**src/rtl/uart_os_rx_pkg.sv**
```systemverilog
package uart_os_rx_pkg;
  typedef enum logic [2:0] {
    ST_IDLE  = 3'd0,
    ST_START = 3'd1,
    ST_DATA  = 3'd2,
    ST_PAR   = 3'd3,
    ST_STOP  = 3'd4
  } rx_state_e;
endpackage

```
**src/rtl/uart_os_rx_sync.sv**
```systemverilog
module uart_os_rx_sync #(
  parameter int STAGES = 2
) (
  input  logic clk,
  input  logic rst,
  input  logic din,
  output logic dout
);
  logic [STAGES-1:0] chain;

  always_ff @(posedge clk) begin
    if (rst) chain <= '1;
    else     chain <= {chain[STAGES-2:0], din};
  end

  assign dout = chain[STAGES-1];
endmodule

```
**src/rtl/uart_os_rx_timer.sv**
```systemverilog
module uart_os_rx_timer #(
  parameter int OSR_NORM = 16,
  parameter int OSR_DBL  = 8,
  localparam int CNT_W   = $clog2(OSR_NORM)
) (
  input  logic             clk,
  input  logic             rst,
  input  logic             tick,
  input  logic             restart,
  input  logic             dbl_lat,
  input  logic             half_bit,
  output logic             smp,
  output logic [CNT_W-1:0] cnt
);
  localparam logic [CNT_W-1:0] FULL_N = CNT_W'(OSR_NORM - 1);
  localparam logic [CNT_W-1:0] FULL_D = CNT_W'(OSR_DBL - 1);
  localparam logic [CNT_W-1:0] HALF_N = CNT_W'(OSR_NORM / 2 - 1);
  localparam logic [CNT_W-1:0] HALF_D = CNT_W'(OSR_DBL / 2 - 1);

  logic [CNT_W-1:0] target;

  always_comb begin
    if (half_bit) target = dbl_lat ? HALF_D : HALF_N;
    else          target = dbl_lat ? FULL_D : FULL_N;
  end

  assign smp = tick && !restart && (cnt == target);

  always_ff @(posedge clk) begin
    if (rst || restart)  cnt <= '0;
    else if (tick) begin
      if (cnt == target) cnt <= '0;
      else               cnt <= cnt + 1'b1;
    end
  end

  // the phase counter never reaches the bit length of the latched mode
  a_r6_phase_bound: assert property (@(posedge clk) disable iff (rst)
    (cnt < (dbl_lat ? CNT_W'(OSR_DBL) : CNT_W'(OSR_NORM - 1)) || (!dbl_lat && cnt == FULL_N)));
endmodule

```
**src/rtl/uart_os_rx_fsm.sv**
```systemverilog
module uart_os_rx_fsm
  import uart_os_rx_pkg::*;
#(
  parameter int MAX_BITS = 8,
  parameter int LEN_W    = 2,
  parameter int OSR_NORM = 16,
  parameter int OSR_DBL  = 8,
  localparam int BCNT_W  = $clog2(MAX_BITS + 1)
) (
  input  logic                clk,
  input  logic                rst,
  input  logic                en,
  input  logic                tick,
  input  logic                rx_s,
  input  logic                dbl_speed,
  input  logic [LEN_W-1:0]    len_sel,
  input  logic                par_en,
  input  logic                par_odd,
  output logic                frame_done,
  output logic [MAX_BITS-1:0] frame_data,
  output logic                frame_ferr,
  output logic                frame_perr
);
  localparam int MIN_BITS = MAX_BITS - (2 ** LEN_W) + 1;
  localparam int CNT_W    = $clog2(OSR_NORM);

  rx_state_e            state;
  logic                 armed;
  logic                 dbl_q, pen_q, podd_q;
  logic [BCNT_W-1:0]    nbits_q;
  logic [BCNT_W-1:0]    bitn;
  logic [MAX_BITS-1:0]  sh;
  logic                 par_acc;
  logic                 perr_q;
  logic                 restart, smp, start_det;
  logic [CNT_W-1:0]     phase;
  logic [BCNT_W-1:0]    shamt;

  assign start_det = en && (state == ST_IDLE) && tick && !rx_s && armed;
  assign restart   = !en || start_det;

  uart_os_rx_timer #(.OSR_NORM(OSR_NORM), .OSR_DBL(OSR_DBL)) u_timer (
    .clk      (clk),
    .rst      (rst),
    .tick     (tick),
    .restart  (restart),
    .dbl_lat  (dbl_q),
    .half_bit (state == ST_START),
    .smp      (smp),
    .cnt      (phase)
  );

  always_ff @(posedge clk) begin
    if (rst || !en) begin
      state   <= ST_IDLE;
      armed   <= 1'b0;
      dbl_q   <= 1'b0;
      pen_q   <= 1'b0;
      podd_q  <= 1'b0;
      nbits_q <= BCNT_W'(MAX_BITS);
      bitn    <= '0;
      sh      <= '0;
      par_acc <= 1'b0;
      perr_q  <= 1'b0;
    end else begin
      unique case (state)
        ST_IDLE: begin
          if (rx_s) armed <= 1'b1;
          if (start_det) begin
            state   <= ST_START;
            armed   <= 1'b0;
            dbl_q   <= dbl_speed;
            pen_q   <= par_en;
            podd_q  <= par_odd;
            nbits_q <= BCNT_W'(MIN_BITS) + BCNT_W'(len_sel);
          end
        end
        ST_START: if (smp) begin
          if (!rx_s) begin
            state   <= ST_DATA;
            bitn    <= '0;
            par_acc <= 1'b0;
            perr_q  <= 1'b0;
          end else begin
            state <= ST_IDLE;
          end
        end
        ST_DATA: if (smp) begin
          sh      <= {rx_s, sh[MAX_BITS-1:1]};
          par_acc <= par_acc ^ rx_s;
          if (bitn == nbits_q - 1'b1) state <= pen_q ? ST_PAR : ST_STOP;
          else                        bitn  <= bitn + 1'b1;
        end
        ST_PAR: if (smp) begin
          perr_q <= rx_s ^ par_acc ^ podd_q;
          state  <= ST_STOP;
        end
        ST_STOP: if (smp) state <= ST_IDLE;
        default: state <= ST_IDLE;
      endcase
    end
  end

  assign shamt      = BCNT_W'(MAX_BITS) - nbits_q;
  assign frame_done = en && (state == ST_STOP) && smp;
  assign frame_data = sh >> shamt;
  assign frame_ferr = !rx_s;
  assign frame_perr = perr_q;

  // disabling forces the frame machine back to idle
  a_r10_abort_idle: assert property (@(posedge clk) disable iff (rst)
    !en |=> state == ST_IDLE);
  // a high line at the half-bit point rejects the start bit
  a_r2_false_start: assert property (@(posedge clk) disable iff (rst)
    (en && state == ST_START && smp && rx_s) |=> state == ST_IDLE);
  // a new frame needs a falling edge after the line was seen high
  a_r1_edge_needed: assert property (@(posedge clk) disable iff (rst)
    (state == ST_IDLE && !armed) |=> state == ST_IDLE);
endmodule

```
**src/rtl/uart_os_rx_hold.sv**
```systemverilog
module uart_os_rx_hold #(
  parameter int MAX_BITS = 8
) (
  input  logic                clk,
  input  logic                rst,
  input  logic                en,
  input  logic                frame_done,
  input  logic [MAX_BITS-1:0] frame_data,
  input  logic                frame_ferr,
  input  logic                frame_perr,
  input  logic                rd_stb,
  output logic [MAX_BITS-1:0] rd_data,
  output logic                rx_done,
  output logic                frm_err,
  output logic                par_err,
  output logic                ovr_err
);
  always_ff @(posedge clk) begin
    if (rst) begin
      rd_data <= '0;
      rx_done <= 1'b0;
      frm_err <= 1'b0;
      par_err <= 1'b0;
      ovr_err <= 1'b0;
    end else if (!en) begin
      rx_done <= 1'b0;
      ovr_err <= 1'b0;
    end else if (frame_done) begin
      rd_data <= frame_data;
      frm_err <= frame_ferr;
      par_err <= frame_perr;
      ovr_err <= rx_done && !rd_stb;
      rx_done <= 1'b1;
    end else if (rd_stb) begin
      rx_done <= 1'b0;
      ovr_err <= 1'b0;
    end
  end

  // completion raises the flag and loads the character
  a_r4_done_sets: assert property (@(posedge clk) disable iff (rst)
    frame_done |=> (rx_done && rd_data == $past(frame_data)));
  // a read without a simultaneous completion clears the flag
  a_r5_read_clears: assert property (@(posedge clk) disable iff (rst)
    (rd_stb && !frame_done) |=> !rx_done);
  // completing over an unread character flags an overrun
  a_r9_overrun: assert property (@(posedge clk) disable iff (rst)
    (en && frame_done && rx_done && !rd_stb) |=> ovr_err);
  // a disabled receiver reports nothing
  a_r10_disable_clears: assert property (@(posedge clk) disable iff (rst)
    !en |=> !rx_done);
endmodule

```
**src/rtl/uart_os_rx.sv**
```systemverilog
module uart_os_rx #(
  parameter int MAX_BITS  = 8,
  parameter int LEN_W     = 2,
  parameter int OSR_NORM  = 16,
  parameter int OSR_DBL   = 8,
  parameter int SYNC_STGS = 2
) (
  input  logic                clk,
  input  logic                rst,
  input  logic                tick,
  input  logic                rx_en,
  input  logic                dbl_speed,
  input  logic [LEN_W-1:0]    len_sel,
  input  logic                par_en,
  input  logic                par_odd,
  input  logic                rxd,
  input  logic                rd_stb,
  output logic [MAX_BITS-1:0] rd_data,
  output logic                rx_done,
  output logic                frm_err,
  output logic                par_err,
  output logic                ovr_err
);
  logic                rx_s;
  logic                f_done, f_ferr, f_perr;
  logic [MAX_BITS-1:0] f_data;

  uart_os_rx_sync #(.STAGES(SYNC_STGS)) u_sync (
    .clk (clk), .rst (rst), .din (rxd), .dout (rx_s)
  );

  uart_os_rx_fsm #(
    .MAX_BITS (MAX_BITS), .LEN_W (LEN_W),
    .OSR_NORM (OSR_NORM), .OSR_DBL (OSR_DBL)
  ) u_fsm (
    .clk        (clk),
    .rst        (rst),
    .en         (rx_en),
    .tick       (tick),
    .rx_s       (rx_s),
    .dbl_speed  (dbl_speed),
    .len_sel    (len_sel),
    .par_en     (par_en),
    .par_odd    (par_odd),
    .frame_done (f_done),
    .frame_data (f_data),
    .frame_ferr (f_ferr),
    .frame_perr (f_perr)
  );

  uart_os_rx_hold #(.MAX_BITS(MAX_BITS)) u_hold (
    .clk        (clk),
    .rst        (rst),
    .en         (rx_en),
    .frame_done (f_done),
    .frame_data (f_data),
    .frame_ferr (f_ferr),
    .frame_perr (f_perr),
    .rd_stb     (rd_stb),
    .rd_data    (rd_data),
    .rx_done    (rx_done),
    .frm_err    (frm_err),
    .par_err    (par_err),
    .ovr_err    (ovr_err)
  );
endmodule

```
**config.mk**
```make
export PLATFORM = sky130hd
export DESIGN_NAME = uart_os_rx
export DESIGN_NICKNAME = d
export VERILOG_FILES = /design/src/rtl/uart_os_rx_pkg.sv /design/src/rtl/uart_os_rx_sync.sv /design/src/rtl/uart_os_rx_timer.sv /design/src/rtl/uart_os_rx_fsm.sv /design/src/rtl/uart_os_rx_hold.sv /design/src/rtl/uart_os_rx.sv
export SDC_FILE = /design/constraint.sdc
export NUM_CORES = 1
export LEC_CHECK = 0
export BUFFER_PORTS_ARGS = -buffer_cell sky130_fd_sc_hd__buf_2
export CORE_MARGIN = 2
export CORE_UTILIZATION = 55
export CTS_BUF_LIST = sky130_fd_sc_hd__clkbuf_8
export DETAILED_ROUTE_END_ITERATION = 12
export PLACE_DENSITY = 0.87
export SLEW_MARGIN = 30
export SYNTH_ARGS = -nofsm -noshare
export SYNTH_HDL_FRONTEND = slang
export SYNTH_SLANG_ARGS = --single-unit
```
**constraint.sdc**
```tcl
create_clock -name clk -period 2.08 [get_ports clk]
set_input_delay 0.416 -clock clk [delete_from_list [all_inputs] [get_ports clk]]
set_output_delay 0.416 -clock clk [all_outputs]
set_load 0.02 [all_outputs]
```
==> impl_metrics.yaml, run 1 <==
yosys:
  synth_top_area_share_pct: 37.27
  ys.flop_type: "dfxtp_1"
  ys_seq_area_share_pct: 37.27
  synthArstFlopShare_pct: 0
  syn_area_per_cell_um2: 9.351
  syn_nets: 263
  synthCells: 247
  synth_top_area_cell: "dfxtp_1"
  synth_edf_count: 0
  yosys.cell_types.count: 50
  netlist_area_mm2: 0.002310
  synth.area.top_cells: "dfxtp_1 37%, mux2i_1 8.7%, nand2_1 4.7%, a21oi_1 4.6%, xnor2_1 3.0%"
  synth-seq-cells: 43
  ys_warn_count: 0
setup_path:
  r2r_slack_ps: 120
  worstPathMaxFanout: 8
  crit_end: "u_hold.rd_data[6]$_SDFFE_PP0P_"
  crit_path_start_kind: "register"
  rr_worst_depth: 7
  r2r_end: "u_hold.rd_data[6]$_SDFFE_PP0P_"
  cp_data_arrival_time_ps: 2200
  required_ps: 2320
  path_class: "register to register"
  cp-end-kind: "register"
  r2r-start: "u_fsm.nbits_q[0]$_SDFFE_PP0P_"
  startpoint: "u_fsm.nbits_q[0]$_SDFFE_PP0P_"
timing:
  setup_slack_ps: 115.8
  setup_violations: 0
  fmax_mhz: 509.1
  rsz0062_at_grt: "no"
  finClkSkew_ps: 7.535
  worst_slew_margin_rel_pct: 68.58
  tns_ps: 0
  final_hold_viol_count: 0
  period_share_pct: 94.43
  slew_viol_final: 0
  post-route-min-period_ps: 1964
  worst_slew_pin_slew_ps: 469.3
cts:
  path_clk_slew_ps: 80
  cts_root_buf: "clkbuf_8"
  clock-sinks: 43
  postCtsResizedCells: 0
  cts_buffer_depth: 2
  post_cts_buffers: 0
  clock_latency_ps: 300
  htreeDepth: 2
  cts_tree: "yes"
  hold_buffers: 0
  numCtsBuffers: 5
route:
  drc: 0
  initialDrtViolationCount: 140
  ant_nets: 0
  wl_per_cell_um: 14.75
  drt-vias-per-instance: 5.847
  vias: 1906
  totalWireLength_um: 4810
  firstDrtPassIters: 4
floorplan:
  start_util_pct: 57.33
  core_region_area_mm2: 0.004029
  io-pin-count: 23
  die-area_mm2: 0.004734
  die_h_um: 68.81
  rows: 23
  die_w_um: 68.81
pwr:
  ir_drop_v: 0.0003373
  power_density_mw_per_mm2: 587.5
  p_int_uw: 1201
  p_leak_uw: 0.001007
  pwr-share-seq_pct: 54.6
  p_sw_uw: 322.2
  pwr-share-clk_pct: 41.8
  p_sw_share_pct: 21.15
  combPwrFrac_pct: 3.6
grt:
  grt_pass1_wl_um: 7424
  grt_max_degree: 20
  grt_pass1_vias: 1605
  grt_usage_pct: 21.37
  antenna_found_initial: 0
  overflow: 0
layout:
  fin_util_pct: 64.35
  diodes: 0
  nets: 292
  area_growth_pct: 12.24
  layout-drive-gt1-share_pct: 22.46
  fin_cells: 326
  finalInstanceArea_mm2: 0.002592
place:
  dp_cells: 319
  dp_hpwl_um: 3372
  gp_congestion: 0.8863
  dpl_worst_slack_ps: 122.5
  port-buffer-count: 22
  placed_area_mm2: 0.002484
run:
  maxCapViolations: 0
outcome:
  status: "finished, final reports clean"
min_path:
  hold_class: "primary input to register"
synth_stat cells (5+ instances only):
| cell type | count |
|---|---|
| or3_1 | 7 |
| ha_1 | 5 |
| inv_1 | 6 |
| mux2i_1 | 20 |
| nand2b_1 | 5 |
| nand2_1 | 29 |
| nand3_1 | 7 |
| xnor2_1 | 8 |
| o21ai_0 | 6 |
| a21oi_1 | 21 |
| dfxtp_1 | 43 |
| nor2_1 | 18 |
per-layer routing:
| metal | global-route usage, % | share of wire [%] |
|---|---|---|
| met1 | 28.95 | 45 |
| met2 | 32.57 | 45 |
| met3 | 5.195 | 7.2 |
| met4 | 8.824 | 2.0 |
| met5 | 0 | 0 |
worst min path at each step:
stage          cells after the start                        from                         end  slack [ps]
2_1_floorplan                      1  u_sync.chain[0]$_SDFF_PP1_  u_sync.chain[1]$_SDFF_PP1_         390
3_3_place_gp                       1  u_sync.chain[0]$_SDFF_PP1_  u_sync.chain[1]$_SDFF_PP1_         390
3_5_place_dp                       1  u_sync.chain[0]$_SDFF_PP1_  u_sync.chain[1]$_SDFF_PP1_         400
4_1_cts                            2                         rxd  u_sync.chain[0]$_SDFF_PP1_         300
5_1_grt                            2                         rxd  u_sync.chain[0]$_SDFF_PP1_         290
6_report                           2                         rxd  u_sync.chain[0]$_SDFF_PP1_         300
cells in the final DEF (no fill, tap or decap), types with 7 or more instances in the layout:
master and instances:
nor2_1 18, a21oi_1 21, buf_2 22, mux2i_1 20, or3_1 7, nand3_1 7
xnor2_1 8, nand2_1 29, buf_4 14, dfxtp_1 43
worst max-delay path, stage by stage (launching register included):
cell	delay (ps)
dfxtp_1	330
inv_1	60
buf_4	150
ha_1	220
xor2_2	380
nand2b_4	100
or4_1	500
a21oi_1	150
metrics by stage:
step,hold slack [ps],total power [µW]
global placement,392.6,902.6
global route,292.2,1569
CTS,298.4,1532
detailed placement,402.6,904.4
finish,298.5,1523
floorplan,389.5,882.9
state kept, by name (all words and copies together), names as in the netlist:
| signal | flops |
|---|---|
| u_fsm.sh | 8 |
| u_hold.rd_data | 8 |
| u_fsm.bitn | 4 |
| u_fsm.nbits_q | 4 |
| u_fsm.u_timer.cnt | 4 |
| u_fsm.state | 3 |
| u_sync.chain | 2 |
| u_fsm.armed | 1 |
| u_fsm.dbl_q | 1 |
| u_fsm.frame_perr | 1 |
| u_fsm.par_acc | 1 |
| u_fsm.pen_q | 1 |
| u_fsm.podd_q | 1 |
| u_hold.frm_err | 1 |
| u_hold.ovr_err | 1 |
| u_hold.par_err | 1 |
| u_hold.rx_done | 1 |
power by group through the flow:
| stage | Sequential, µW | Clock (µW) | Combinational, µW |
|---|---|---|---|
| after floorplan | 849 | 0 | 33.7 |
| after global placement | 850 | 0 | 52.4 |
| after detailed placement | 851 | 0 | 53.7 |
| after CTS | 831 | 646 | 54.2 |
| after global routing | 832 | 678 | 59.1 |
| final | 831 | 637 | 54.5 |
area by class of cell:
type	count	area, µm²
fill	334	1436
sequential	43	860.8
clock buffer	5	68.82
clock inverter	2	37.54
inverter	6	22.52
timing repair buffer	36	215.2
tap	50	62.56
multi-input combinational	184	1325
cells by family after synthesis:
family,count (synthesis),share of synthesized area [%]
AOI/OAI and AO/OA,46,12.41
and+or+nand+nor,94,23.62
xor gates and xnor gates,14,6.447
buffers and inverters,20,5.471
muxes,25,12.08
adders and majority gates,5,2.709
DFF,43,37.27
Note: power is estimated with default switching activity, not from simulation.
==> run 2, diff against run 1 <==
--- a/config.mk
+++ b/config.mk
@@ -10,7 +10,9 @@
 export CORE_UTILIZATION = 55
 export CTS_BUF_LIST = sky130_fd_sc_hd__clkbuf_8
 export DETAILED_ROUTE_END_ITERATION = 12
+export GPL_TIMING_DRIVEN = 0
 export PLACE_DENSITY = 0.87
+export SKIP_LAST_GASP = 1
 export SLEW_MARGIN = 30
 export SYNTH_ARGS = -nofsm -noshare
 export SYNTH_HDL_FRONTEND = slang
==> run 2 against run 1 <==
Effect of this change:
- the flow now finishes with violations (negative setup slack)
- worst setup slack got worse by 130 ps
- wire length rose by 4.7%
- non-clock buffer count increased by 8
- sequential power about the same
- combinational power barely moved
- cell area grew 3.6%
- cell count is 2.8% higher
- clock power down 9.1%
- maximum frequency down 6.4%
- utilization is 2.3 points higher
- clock skew hardly changed
- sequential cell count unchanged
- largest cell class unchanged
==> impl_metrics.yaml, run 2 (same netlist as run 1, synthesis figures left out) <==
outcome:
  status: "finished, violations left"
  violations: "negative setup slack"
pwr:
  p_int_uw: 1148
  combPwrFrac_pct: 3.7
  ir_drop_v: 0.0004048
  pwr-share-clk_pct: 39.5
  p_sw_uw: 317.3
  power_density_mw_per_mm2: 545.3
  pwr-share-seq_pct: 56.8
  total_power_uw: 1465
  p_leak_uw: 0.001061
  p_sw_share_pct: 21.66
route:
  totalWireLength_um: 5035
  ant_nets: 0
  vias: 1892
  initialDrtViolationCount: 158
  drt-vias-per-instance: 5.648
  drc: 0
  wl_per_cell_um: 15.03
  firstDrtPassIters: 4
grt:
  grt_pass1_wl_um: 8286
  grt_max_degree: 13
  overflow: 0
  antenna_found_initial: 0
  grt_usage_pct: 23.57
  grt_pass1_vias: 1798
cts:
  htreeDepth: 2
  clock_latency_ps: 300
  path_clk_slew_ps: 80
  cts_root_buf: "clkbuf_8"
  cts_buffer_depth: 2
  clock-sinks: 43
  numCtsBuffers: 5
  cts_tree: "yes"
setup_path:
  critPathMostFrequentCell: "xnor2_2"
  cpPeakStageDelay_ps: 520
  crit_path_start_kind: "register"
  worstPathMaxFanout: 8
  cpMaxStageDelayCell: "nor4b_4"
  path_class: "register to register"
  path_delay_family: "simple AND/OR/NAND/NOR gates"
  required_ps: 2300
  crit_buf_inv: 2
  cp_data_arrival_time_ps: 2310
  worstPathCellList: "clkinvlp_4 -> ha_4 -> xnor2_2 -> xnor2_2 -> nor4b_4 -> buf_4 -> o31ai_1 -> o21ai_0"
  cp-end-kind: "register"
floorplan:
  start_util_pct: 57.33
  die-area_mm2: 0.004734
  die_w_um: 68.81
  core_region_area_mm2: 0.004029
  io-pin-count: 23
  rows: 23
  die_h_um: 68.81
timing:
  period_share_pct: 100.9
  post-route-min-period_ps: 2099
  worst_slew_margin_rel_pct: 64.24
  setup_slack_ps: -18.73
  slew_viol_final: 0
  worst_slew_pin_slew_ps: 536.3
  fmax_mhz: 476.5
  setup_violations: 2
  hold_slack_ps: 286.4
  rsz0062_at_grt: "yes"
  final_hold_viol_count: 0
  finClkSkew_ps: 7.142
run:
  maxCapViolations: 0
layout:
  n_fill_cell: 317
  final_common_cell: "dfxtp_1"
  top_regs: "u_fsm.sh x8, u_hold.rd_data x8"
  nets: 300
  diodes: 0
  layout-drive-gt1-share_pct: 25.61
  area_growth_pct: 16.31
  layout_common_cells: "41 x dfxtp_1, 29 x nand2_1, 24 x buf_2"
min_path:
  hold_class: "primary input to register"
place:
  dp_hpwl_um: 3331
  port-buffer-count: 21
  gp_congestion: 0.8583
-- run 2: cell count changes in the layout (fill, tap and decap cells not counted), moves of 2 or more --
cell      before  now
buf_2         22   24
buf_6          0    3
clkbuf_1       0    3
clkbuf_8       5    7
dfxtp_1       43   41
dfxtp_2        0    2
xnor2_1        8    6
xnor2_2        0    2
-- run 2: area by class of cell --
class | instances | area (µm²) | share of cell area [%]
Clock buffer | 7 | 96.34 | 3.586
Sequential cell | 43 | 863.3 | 32.14
Clock inverter | 1 | 3.754 | 0.1397
Multi-Input combinational cell | 184 | 1361 | 50.68
Buffer | 12 | 85.08 | 3.167
Inverter | 6 | 26.28 | 0.9781
Timing Repair Buffer | 32 | 187.7 | 6.986
Tap cell | 50 | 62.56 | 2.329
-- run 2: final timing paths --
path	from	endpoint	slack [ps]	cells past startpoint
max	u_fsm.nbits_q[0]$_SDFFE_PP0P_	u_fsm.state[0]$_SDFFE_PP0P_	-20	8
min	rd_stb	u_hold.ovr_err$_SDFFE_PP0P_	290	2
max reg2reg	u_fsm.nbits_q[0]$_SDFFE_PP0P_	u_fsm.state[0]$_SDFFE_PP0P_	-20	8
min reg2reg	u_sync.chain[0]$_SDFF_PP1_	u_sync.chain[1]$_SDFF_PP1_	420	1
-- run 2: power by group through the flow --
stage	sequential, µW	clock, µW	combinational, µW
3_3_place_gp	850	0	51.7
5_1_grt	832	622	60.2
3_5_place_dp	851	0	53.5
2_1_floorplan	849	0	33.7
4_1_cts	831	582	54.1
6_report	832	579	54.8
-- run 2: repair_timing --
item	4_1_cts	5_1_grt
setup buffers	3	9
pin swaps	0	9
endpoints found under the setup margin	12	10
hold endpoints to repair	0	0
gates resized for setup	3	6
hold buffers	0	0
-- run 2: metrics by stage --
step	instances	utilization, %	cell area [µm²]	worst slack, ps	TNS, ps
2_1_floorplan	247	-	2310	26.33	0
3_3_place_gp	318	61.49	2477	-102.5	-160.4
3_5_place_dp	318	61.49	2477	-134.6	-343.3
4_1_cts	329	64.97	2618	18.88	0
5_1_grt	335	66.68	2686	-63.25	-229.2
6_report	335	66.68	2686	-18.73	-34.50
-- run 2: worst reg2reg max path, stage by stage, from the launching register on --
cell,delay (ps)
dfxtp_2,370
clkinvlp_4,140
ha_4,190
xnor2_2,150
xnor2_2,180
nor4b_4,520
buf_4,200
o31ai_1,50
o21ai_0,220
-- run 2: layer usage --
metal	share of wire (%)	GRT usage, %	wire (µm)
met1	45	31.00	2270
met2	49	38.10	2454
met3	4.4	3.896	220
met4	1.8	10.29	89
met5	0	0	0
==> run 3, diff against run 2 <==
--- a/config.mk
+++ b/config.mk
@@ -7,11 +7,11 @@
 export LEC_CHECK = 0
 export BUFFER_PORTS_ARGS = -buffer_cell sky130_fd_sc_hd__buf_2
 export CORE_MARGIN = 2
-export CORE_UTILIZATION = 55
-export CTS_BUF_LIST = sky130_fd_sc_hd__clkbuf_8
+export CORE_UTILIZATION = 53
 export DETAILED_ROUTE_END_ITERATION = 12
 export GPL_TIMING_DRIVEN = 0
-export PLACE_DENSITY = 0.87
+export PLACE_DENSITY = 0.85
+export RECOVER_POWER = 25
 export SKIP_LAST_GASP = 1
 export SLEW_MARGIN = 30
 export SYNTH_ARGS = -nofsm -noshare
==> run 3 against run 2 <==
Effect of this change:
- the flow now finishes without violations
- first-iteration DRC count decreased by 21%
- highest routed layer unchanged
- via count increased by 2.0%
- combinational power about the same
- sequential cell count unchanged
- non-clock buffer count decreased by 3
- worst setup slack improved by 46 ps
- cell count decreased by 0.30%
- sequential share of layout area increased by 0.17 points
- utilization decreased by 4.0 points
- global-route usage decreased by 4.0 points
- maximum frequency increased by 2.2%
==> impl_metrics.yaml, run 3 (same netlist as run 1, synthesis figures left out) <==
floorplan:
  start_util_pct: 54.17
  io-pin-count: 23
  core_region_area_mm2: 0.004264
  rows: 24
  die_w_um: 70.02
  die_h_um: 70.02
  die-area_mm2: 0.004902
route:
  ant_nets: 0
  drc: 0
  initialDrtViolationCount: 125
  vias: 1930
  totalWireLength_um: 5004
  firstDrtPassIters: 4
  wl_per_cell_um: 14.98
  drt-vias-per-instance: 5.778
grt:
  antenna_found_initial: 0
  grt_pass1_vias: 1713
  grt_max_degree: 15
  grt_pass1_wl_um: 7728
  overflow: 0
  grt_usage_pct: 19.58
layout:
  area_growth_pct: 15.71
  finalInstanceArea_mm2: 0.002673
  fin_util_pct: 62.68
  final_common_cell: "dfxtp_1"
  layout-drive-gt1-share_pct: 21.28
  diodes: 0
  layout_common_cells: "41 x dfxtp_1, 29 x nand2_1, 20 x a21oi_1"
  nets: 297
  top_regs: "u_fsm.sh x8, u_hold.rd_data x8"
setup_path:
  cp-end-kind: "register"
  crit_buf_inv: 2
  path_delay_family: "multiplexers"
  worstPathCellList: "clkinvlp_4 -> ha_4 -> buf_8 -> mux2i_4 -> mux2_4 -> o21a_1 -> or3_4 -> a21oi_2"
  path_class: "register to register"
  cpPeakStageDelay_ps: 370
  cp_data_arrival_time_ps: 2300
  crit_path_start_kind: "register"
  worstPathMaxFanout: 5
  required_ps: 2320
  cpMaxStageDelayCell: "dfxtp_2"
cts:
  cts_tree: "yes"
  path_clk_slew_ps: 80
  clock-sinks: 43
  cts_root_buf: "clkbuf_8"
  cts_buffer_depth: 2
  htreeDepth: 2
  numCtsBuffers: 5
  clock_latency_ps: 300
timing:
  rsz0062_at_grt: "yes"
  tns_ps: 0
  period_share_pct: 98.69
  fmax_mhz: 487.2
  final_hold_viol_count: 0
  finClkSkew_ps: 6.254
  slew_viol_final: 0
  worst_slew_pin_slew_ps: 543.2
  setup_violations: 0
  post-route-min-period_ps: 2053
  setup_slack_ps: 27.31
  worst_slew_margin_rel_pct: 63.79
pwr:
  ir_drop_v: 0.0003601
  total_power_uw: 1453
  power_density_mw_per_mm2: 543.7
  p_leak_uw: 0.0009972
place:
  dp_hpwl_um: 3259
  placed_area_mm2: 0.002480
  dpl_worst_slack_ps: -156.0
  gp_congestion: 0.8181
  port-buffer-count: 21
min_path:
  hold_class: "primary input to register"
outcome:
  status: "finished, final reports clean"
run:
  maxCapViolations: 0
-- run 3: layer usage --
layer	part of all wire (%)	global-route usage (%)	wire length, µm
met2	46	29.95	2293
met4	3.1	8.333	157
met3	6.7	3.896	335
met5	0	0	0
met1	44	26.96	2217
-- run 3: layout make-up --
cell class | count | area, µm²
Sequential cell | 43 | 863.3
Timing Repair Buffer | 28 | 162.7
Clock inverter | 2 | 16.27
Fill cell | 357 | 1592
Clock buffer | 6 | 82.58
Buffer | 13 | 96.34
Tap cell | 52 | 65.06
Multi-Input combinational cell | 184 | 1360
Inverter | 6 | 26.28
-- run 3: final timing paths --
kind	to	slack, ps	cells past startpoint	from
hold reg to reg	u_sync.chain[1]$_SDFF_PP1_	420	1	u_sync.chain[0]$_SDFF_PP1_
setup / recovery	u_hold.rd_data[0]$_SDFFE_PP0P_	30	8	u_fsm.nbits_q[0]$_SDFFE_PP0P_
hold / removal	u_hold.ovr_err$_SDFFE_PP0P_	270	2	rd_stb
setup reg to reg	u_hold.rd_data[0]$_SDFFE_PP0P_	30	8	u_fsm.nbits_q[0]$_SDFFE_PP0P_
-- run 3: report_power, final --
part           switching (µW)  internal, µW  total [µW]
combinational            31.6          22.9        54.5
sequential               4.37           827         831
clock                     296           271         567
total                     332          1120        1450
-- run 3: what timing repair did --
item                                   4_1_cts  5_1_grt
gates resized for setup                      2        8
setup endpoints to repair                   11        9
endpoints found under the hold margin        0        0
gates cloned                                 0        1
pin swaps                                    0        3
buffers inserted                             3        3
hold buffers                                 0        0
-- run 3: through the flow --
stage / hold WS [ps] / instances
2_1_floorplan: 389.5 / 247
3_3_place_gp: 391.7 / 320
3_5_place_dp: 404.4 / 320
4_1_cts: 268.8 / 331
5_1_grt: 269.6 / 334
6_report: 275.0 / 334
